$ cat src/rtl/alert_pkg.sv
package alert_pkg;
  localparam int DATA_W = 8;
  localparam int ADDR_W = 8;
  localparam int BANK_A_W = DATA_W - 1;
  typedef logic [DATA_W-1:0] reg_byte_t;
endpackage

$ cat src/rtl/sticky_bank.sv
module sticky_bank #(
  parameter int W = 8
) (
  input  logic         clk,
  input  logic         rst,
  input  logic [W-1:0] cond,
  input  logic         rd_clr,
  output logic [W-1:0] q,
  output logic [W-1:0] d
);
  // one flop per source; the live condition always outranks a read-clear
  for (genvar i = 0; i < W; i++) begin : g_bit
    always_comb d[i] = cond[i] | (q[i] & ~rd_clr);
    always_ff @(posedge clk) begin
      if (rst) q[i] <= 1'b0;
      else     q[i] <= d[i];
    end
  end
endmodule

$ cat src/rtl/source_select.sv
module source_select #(
  parameter int W       = 8,
  parameter int THM_BIT = 5,
  parameter int VID_BIT = 0
) (
  input  logic [W-1:0] raw,
  input  logic         therm,
  input  logic         vid,
  input  logic         therm_sel,
  input  logic         vid_sel,
  output logic [W-1:0] eff
);
  always_comb begin
    eff          = raw;
    eff[THM_BIT] = therm_sel ? therm : raw[THM_BIT];
    eff[VID_BIT] = vid_sel   ? vid   : raw[VID_BIT];
  end
endmodule

$ cat src/rtl/alert_gate.sv
module alert_gate #(
  parameter int AW = 7,
  parameter int BW = 8
) (
  input  logic          clk,
  input  logic          rst,
  input  logic [AW-1:0] stat_a_d,
  input  logic [BW-1:0] stat_b_d,
  input  logic [AW:0]   mask_a_d,
  input  logic [BW-1:0] mask_b_d,
  output logic          alert_n
);
  logic hit_a, hit_b;
  // evaluated on next-state values so the pin moves on the same edge as status
  always_comb begin
    hit_a = |(stat_a_d & ~mask_a_d[AW-1:0]);
    hit_b = ~mask_a_d[AW] & (|(stat_b_d & ~mask_b_d));
  end
  always_ff @(posedge clk) begin
    if (rst) alert_n <= 1'b1;
    else     alert_n <= ~(hit_a | hit_b);
  end
endmodule

$ cat src/rtl/reg_port.sv
module reg_port #(
  parameter int DW = 8,
  parameter int AW = 8,
  parameter logic [AW-1:0] STAT_A_ADDR = 'h41,
  parameter logic [AW-1:0] STAT_B_ADDR = 'h42,
  parameter logic [AW-1:0] MASK_A_ADDR = 'h74,
  parameter logic [AW-1:0] MASK_B_ADDR = 'h75
) (
  input  logic          clk,
  input  logic          rst,
  input  logic          rd_en,
  input  logic          wr_en,
  input  logic [AW-1:0] addr,
  input  logic [DW-1:0] wdata,
  input  logic [DW-2:0] stat_a,
  input  logic [DW-1:0] stat_b,
  output logic          clr_a,
  output logic          clr_b,
  output logic [DW-1:0] mask_a_q,
  output logic [DW-1:0] mask_a_d,
  output logic [DW-1:0] mask_b_q,
  output logic [DW-1:0] mask_b_d,
  output logic [DW-1:0] rdata
);
  logic [DW-1:0] rd_mux;

  always_comb begin
    clr_a    = rd_en && (addr == STAT_A_ADDR);
    clr_b    = rd_en && (addr == STAT_B_ADDR);
    mask_a_d = (wr_en && addr == MASK_A_ADDR) ? wdata : mask_a_q;
    mask_b_d = (wr_en && addr == MASK_B_ADDR) ? wdata : mask_b_q;
    case (addr)
      STAT_A_ADDR: rd_mux = {|stat_b, stat_a};
      STAT_B_ADDR: rd_mux = stat_b;
      MASK_A_ADDR: rd_mux = mask_a_q;
      MASK_B_ADDR: rd_mux = mask_b_q;
      default:     rd_mux = '0;
    endcase
  end

  always_ff @(posedge clk) begin
    if (rst) begin
      mask_a_q <= '0;
      mask_b_q <= '0;
      rdata    <= '0;
    end else begin
      mask_a_q <= mask_a_d;
      mask_b_q <= mask_b_d;
      if (rd_en) rdata <= rd_mux;
    end
  end
endmodule

$ cat src/rtl/alert_hub.sv
module alert_hub
  import alert_pkg::*;
#(
  parameter int DW = DATA_W,
  parameter int AW = ADDR_W,
  parameter logic [AW-1:0] STAT_A_ADDR = 'h41,
  parameter logic [AW-1:0] STAT_B_ADDR = 'h42,
  parameter logic [AW-1:0] MASK_A_ADDR = 'h74,
  parameter logic [AW-1:0] MASK_B_ADDR = 'h75,
  parameter int THM_BIT = 5,
  parameter int VID_BIT = 0
) (
  input  logic          clk,
  input  logic          rst,
  input  logic [DW-2:0] cond_a_i,
  input  logic [DW-1:0] cond_b_i,
  input  logic          therm_i,
  input  logic          vid_i,
  input  logic          therm_sel_i,
  input  logic          vid_sel_i,
  input  logic          rd_en_i,
  input  logic          wr_en_i,
  input  logic [AW-1:0] addr_i,
  input  logic [DW-1:0] wdata_i,
  output logic [DW-1:0] rdata_o,
  output logic          alert_n_o
);
  localparam int LO_W = DW - 1;

  logic [DW-1:0] cond_b_eff;
  logic [LO_W-1:0] stat_a_q, stat_a_d;
  logic [DW-1:0] stat_b_q, stat_b_d;
  logic [DW-1:0] mask_a_q, mask_a_d, mask_b_q, mask_b_d;
  logic clr_a, clr_b;

  source_select #(.W(DW), .THM_BIT(THM_BIT), .VID_BIT(VID_BIT)) u_sel (
    .raw(cond_b_i), .therm(therm_i), .vid(vid_i),
    .therm_sel(therm_sel_i), .vid_sel(vid_sel_i), .eff(cond_b_eff)
  );

  reg_port #(
    .DW(DW), .AW(AW),
    .STAT_A_ADDR(STAT_A_ADDR), .STAT_B_ADDR(STAT_B_ADDR),
    .MASK_A_ADDR(MASK_A_ADDR), .MASK_B_ADDR(MASK_B_ADDR)
  ) u_regs (
    .clk(clk), .rst(rst), .rd_en(rd_en_i), .wr_en(wr_en_i),
    .addr(addr_i), .wdata(wdata_i), .stat_a(stat_a_q), .stat_b(stat_b_q),
    .clr_a(clr_a), .clr_b(clr_b),
    .mask_a_q(mask_a_q), .mask_a_d(mask_a_d),
    .mask_b_q(mask_b_q), .mask_b_d(mask_b_d), .rdata(rdata_o)
  );

  sticky_bank #(.W(LO_W)) u_bank_a (
    .clk(clk), .rst(rst), .cond(cond_a_i), .rd_clr(clr_a),
    .q(stat_a_q), .d(stat_a_d)
  );

  sticky_bank #(.W(DW)) u_bank_b (
    .clk(clk), .rst(rst), .cond(cond_b_eff), .rd_clr(clr_b),
    .q(stat_b_q), .d(stat_b_d)
  );

  alert_gate #(.AW(LO_W), .BW(DW)) u_gate (
    .clk(clk), .rst(rst), .stat_a_d(stat_a_d), .stat_b_d(stat_b_d),
    .mask_a_d(mask_a_d), .mask_b_d(mask_b_d), .alert_n(alert_n_o)
  );
endmodule

$ cat config.mk
export PLATFORM = sky130hd
export DESIGN_NAME = alert_hub
export DESIGN_NICKNAME = d
export VERILOG_FILES = /design/src/rtl/alert_pkg.sv /design/src/rtl/sticky_bank.sv /design/src/rtl/source_select.sv /design/src/rtl/alert_gate.sv /design/src/rtl/reg_port.sv /design/src/rtl/alert_hub.sv
export SDC_FILE = /design/constraint.sdc
export NUM_CORES = 1
export LEC_CHECK = 0
export BUFFER_PORTS_ARGS = -buffer_cell sky130_fd_sc_hd__buf_2
export CAP_MARGIN = 20
export CORE_ASPECT_RATIO = 0.9
export CORE_MARGIN = 5
export CORE_UTILIZATION = 49
export CTS_CLUSTER_DIAMETER = 200
export DETAILED_ROUTE_END_ITERATION = 10
export MAX_ROUTING_LAYER = met4
export PLACE_DENSITY = 0.76
export SKIP_CTS_REPAIR_TIMING = 1
export SLEW_MARGIN = 20
export SYNTH_ARGS = -nofsm -noshare
export SYNTH_HDL_FRONTEND = slang
export SYNTH_HIERARCHICAL = 1
export SYNTH_SLANG_ARGS = --single-unit
$ cat constraint.sdc
create_clock -name clk -period 2.35 [get_ports clk]
set_input_delay 0.235 -clock clk [delete_from_list [all_inputs] [get_ports clk]]
set_output_delay 0.235 -clock clk [all_outputs]
set_load 0.02 [all_outputs]
# [Yosys cells after proc, flatten, opt, wreduce, memory -nomap -nowiden]
# Index checks and enable logic that the tools add are counted.
[totals] ff_bits=40 in_bits=39 out_inout_bits=9
[classes] eq_ne=4 n_mux=5 bitwise=40 n_reduce_logical=7
[ops] operator="8-bit by 7-bit equality test with 1-bit output (second input constant)" n=4
[ops] operator="8-bit case mux with 4 select lines" n=1
[ops] operator="1-bit bitwise AND" n=16
[ops] operator="8-bit 2-to-1 mux" n=2
[ops] operator="1-bit OR" n=16
[ops] operator="8-bit OR reduction" n=2
[ops] operator="8-bit bitwise AND" n=1
[ops] operator="8-bit NOT" n=1
[ops] operator="7-bit bitwise AND" n=1
[ops] operator="7-bit NOT" n=1
[ops] operator="7-bit OR reduction" n=1
[ops] operator="1-bit logical AND" n=4
[ops] operator="1-bit NOT" n=4
[ops] operator="1-bit 2-to-1 mux" n=2

# [Longest topological paths before layout]
[depth] word_depth=10 mapped_depth=11 depth_no_buf=10

# [Hierarchy]
# Netlist, hierarchy kept.
[by_module_without_submodules] module="reg_port" n_inst=1 cells_per_inst=153 area_each_um2=1433.9 seq_area_each_um2=480.5
[by_module_without_submodules] module="sticky_bank (u_bank_b)" n_inst=1 cells_per_inst=41 area_each_um2=320.3 seq_area_each_um2=160.2
[by_module_without_submodules] module="sticky_bank (u_bank_a)" n_inst=1 cells_per_inst=35 area_each_um2=279.0 seq_area_each_um2=140.1
[by_module_without_submodules] module="alert_gate" n_inst=1 cells_per_inst=26 area_each_um2=147.6 seq_area_each_um2=20.0
[by_module_without_submodules] module="source_select" n_inst=1 cells_per_inst=8 area_each_um2=75.1 seq_area_each_um2=0.0

# [Least setup slack after synthesis]
# Ideal clock, no wire load.
[synth_timing] path_type="input to register" from="input addr_i[1]" to="register u_gate.alert_n" setup_time_ps=115 arrival_ps=2267 required_ps=2235 path_slack_ps=-32 cell_stages=8 path_cell_list="buf_6 or4b_4 or4_1 buf_4 mux2_4 o22ai_1 o41ai_1 a31o_1"
[synth_via] word_cells_on_any_way=52
[synth_rtl] element="start, declared" line_no="alert_hub.sv:23" source="input logic [AW-1:0] addr_i,"
[synth_rtl] element="8-bit by 7-bit equality test with 1-bit output" line_no="reg_port.sv:31" source="mask_b_d = (wr_en && addr == MASK_B_ADDR) ? wdata : mask_b_q;"
[synth_rtl] element="1-bit logical AND" line_no="reg_port.sv:31"
[synth_rtl] element="8-bit 2-to-1 mux" line_no="reg_port.sv:31"
[synth_rtl] element="via mask_b_d[0]" line_no="alert_hub.sv:33" source="logic [DW-1:0] mask_a_q, mask_a_d, mask_b_q, mask_b_d;"
[synth_rtl] element="8-bit NOT" line_no="alert_gate.sv:17" source="hit_b = ~mask_a_d[AW] & (|(stat_b_d & ~mask_b_d));"
[synth_rtl] element="8-bit bitwise AND" line_no="alert_gate.sv:17"
[synth_rtl] element="8-bit OR reduction" line_no="alert_gate.sv:17"
[synth_rtl] element="1-bit bitwise AND" line_no="alert_gate.sv:17"
[synth_rtl] element="1-bit OR" line_no="alert_gate.sv:21" source="else alert_n <= ~(hit_a | hit_b);"
[synth_rtl] element="1-bit NOT" line_no="alert_gate.sv:21"
[synth_rtl] element="end signal, assigned" line_no="alert_gate.sv:21"
[synth_rtl] element="end, declared" line_no="alert_gate.sv:11" source="output logic alert_n"
# The timed path passes the listed nets, and every way through them passes these cells.
# A chain may end at the register's enable or synchronous reset.

# [Worst setup path in the final report]
[layout_timing] from="input addr_i[3]" to="register u_gate.alert_n"
# The elaborated chain is that of the path after synthesis.

==> impl_metrics.ini <==
[finish]
final_cell_mix = buf_2 (47), dfxtp_1 (40), inv_1 (33), nand2_1 (24), a21oi_1 (22)
drive_gt1_frac = 0.298
area_growth_pct = 16.2
instances_no_fill = 371
fin_nets = 347
n_fill_cell = 421
antenna_cells = 0
utilization = 0.588
final_common_cell = buf_2

[synthesis]
syn_area_um2 = 2260
syn_nets = 302
ys_seq_area_frac = 0.355
yosys_warnings = 6
synth_top_area_frac = 0.355
synth_area_leaders = dfxtp_1 (35%), mux2_4 (6.7%), inv_1 (5.5%)
post_synth_num_cell_types = 40
synth.avg_cell_area_um2 = 8.58
synth_seq_cells = 40
syn_inst = 263
synth_area_leader_cell = dfxtp_1

[power]
power_density_nw_per_um2 = 510
ir_drop_mv = 0.362
power.total_mw = 1.34
power.leakage_nw = 1.21

[sta]
skew_ns = 0.00525
grt_setup_unrepaired = false
finalMaxSlewViolations = 0
maxSlewHeadroom = 0.525
clock.fmax_ghz = 0.452
setup_violations = 0
worst_slack_ns = 0.135
finalHoldViolCount = 0
fin_crit_sh = 0.942
whs_ns = 0.185
worst_pin_slew_ns = 0.712
period_minus_slack_ns = 2.21

[worst_setup_path]
endpoint_kind = flop
setup.worst_path.class = input pin to flop
r2r_slack_ns = 1.06
cp_slowest_stage_delay_ns = 0.66
cp.required_ns = 2.59
slowest_stage = or4_4
worstPathArrival_ns = 2.46
cp_max_fo = 8
start_kind = input pin
cp_cell_sequence = buf_2, or4b_4, or4_4, mux2_4, o22ai_1, o41ai_1, a31o_1

[drt]
routedWlPerCell_um = 14.4
vias_per_cell = 5.15
drt_pass1_iterations = 4
via_count = 1909
drc = 0
wl_um = 5330
drt.antenna.violating_nets = 0
drt_iter0_drc = 130

[clock_tree]
ctsRootBufferMaster = clkbuf_8
cts_tree = yes
cts_sinks = 40
numCtsBuffers = 5
worstSkewPairLatency_ns = 0.30
h-tree-depth = 2
clkSlewWorstSetupHoldPaths_ns = 0.08
clockBufferDepth = 2

[floorplanning]
die_h_um = 74.4
rows = 23
dieArea_um2 = 6060
initial_core_util = 0.506
core_area_um2 = 4460
pin_count = 48
die_w_um = 81.5

[placement]
dp_cells = 363
place.gp.congestion = 0.831
dp_slack_ns = -0.180
port_buffers = 47
dpl.hpwl_um = 3990

[hold_path]
hold_path_class = input pin to flop

[grt]
antenna_found_initial = 0
overflow = 0
grt_usage = 0.193
grt_pass1_wl_um = 8550
grt_pass1_vias = 1816
grt_max_degree = 42

[job]
drv_cap = 0

[run_status]
status = complete, no violations
-- cells by family (layout without fill, tap and decap cells) --
family / count (synthesis) / count (layout) / share of synthesized area
simple gates: 95 / 95 / 0.258
compound gates: 49 / 49 / 0.138
mux: 26 / 26 / 0.142
flops: 40 / 40 / 0.355
buf+inv: 53 / 99 / 0.107
-- sequential cells by signal (all words and copies together) (netlist names) --
| signal | cells |
|---|---|
| u_bank_b/q | 8 |
| u_regs/mask_a_q | 8 |
| u_regs/mask_b_q | 8 |
| u_regs/rdata | 8 |
| u_bank_a/q | 7 |
| u_gate/alert_n | 1 |
-- critical path: cells and delay by family --
family / cells / cell delay (ns)
and+or+nand+nor: 2 / 1.20
AOI/OAI and AO/OA: 3 / 0.67
buffers and inverters: 1 / 0.10
muxes: 1 / 0.25
-- per-stage QoR --
stage,TNS [ns],area (um2)
after floorplan,-0.0157,2270
after global placement,-0.162,2530
after detailed placement,-0.180,2530
after CTS,0,2620
after global routing,0,2620
final,0,2620
-- metal layers --
layer | GRT usage | share of wire
met5 | - | 0
met4 | 0.0769 | 0.019
met3 | 0.0363 | 0.051
met2 | 0.279 | 0.43
met1 | 0.265 | 0.50
-- layout make-up --
class	instances	area, um2	area share
inverters	34	128	0.0487
well taps	62	77.6	0.0296
flip-flops and latches	40	801	0.305
multi-input cells	170	1220	0.464
clock buffers	5	68.8	0.0263
clock inverters	3	18.8	0.00716
repair buffers	57	310	0.118
-- synth_stat cells, drive strengths merged --
cell / number
dfxtp: 40
inv: 33
nand2: 24
a21oi: 23
mux2: 18
nand2b: 16
nand3b: 16
buf: 12
o22ai: 12
nor3: 9
a211oi: 8
and2b: 8
mux2i: 8
nor2b: 8
clkbuf: 7
nor2: 4
nor4: 3
or4b: 2
a221oi: 1
a222oi: 1
a22oi: 1
a31o: 1
clkinv: 1
nand3: 1
nor3b: 1
o31ai: 1
o41ai: 1
or3: 1
or3b: 1
or4: 1
-- worst paths after layout --
path,from,cells past startpoint,end
max,addr_i[3],7,u_gate/alert_n
min,cond_a_i[3],3,u_bank_a/q[3]
max reg2reg,u_bank_b/q[1],6,u_gate/alert_n
min reg2reg,u_regs/rdata[6],2,u_regs/rdata[6]
-- where the power goes --
part / internal (mW) / total, mW / leakage (nW) / switching, mW
combinational: 0.0724 / 0.161 / 0.836 / 0.0890
sequential: 0.697 / 0.714 / 0.327 / 0.0164
clock: 0.207 / 0.462 / 0.0479 / 0.255
No activity file was read; power rests on OpenSTA's default activity.
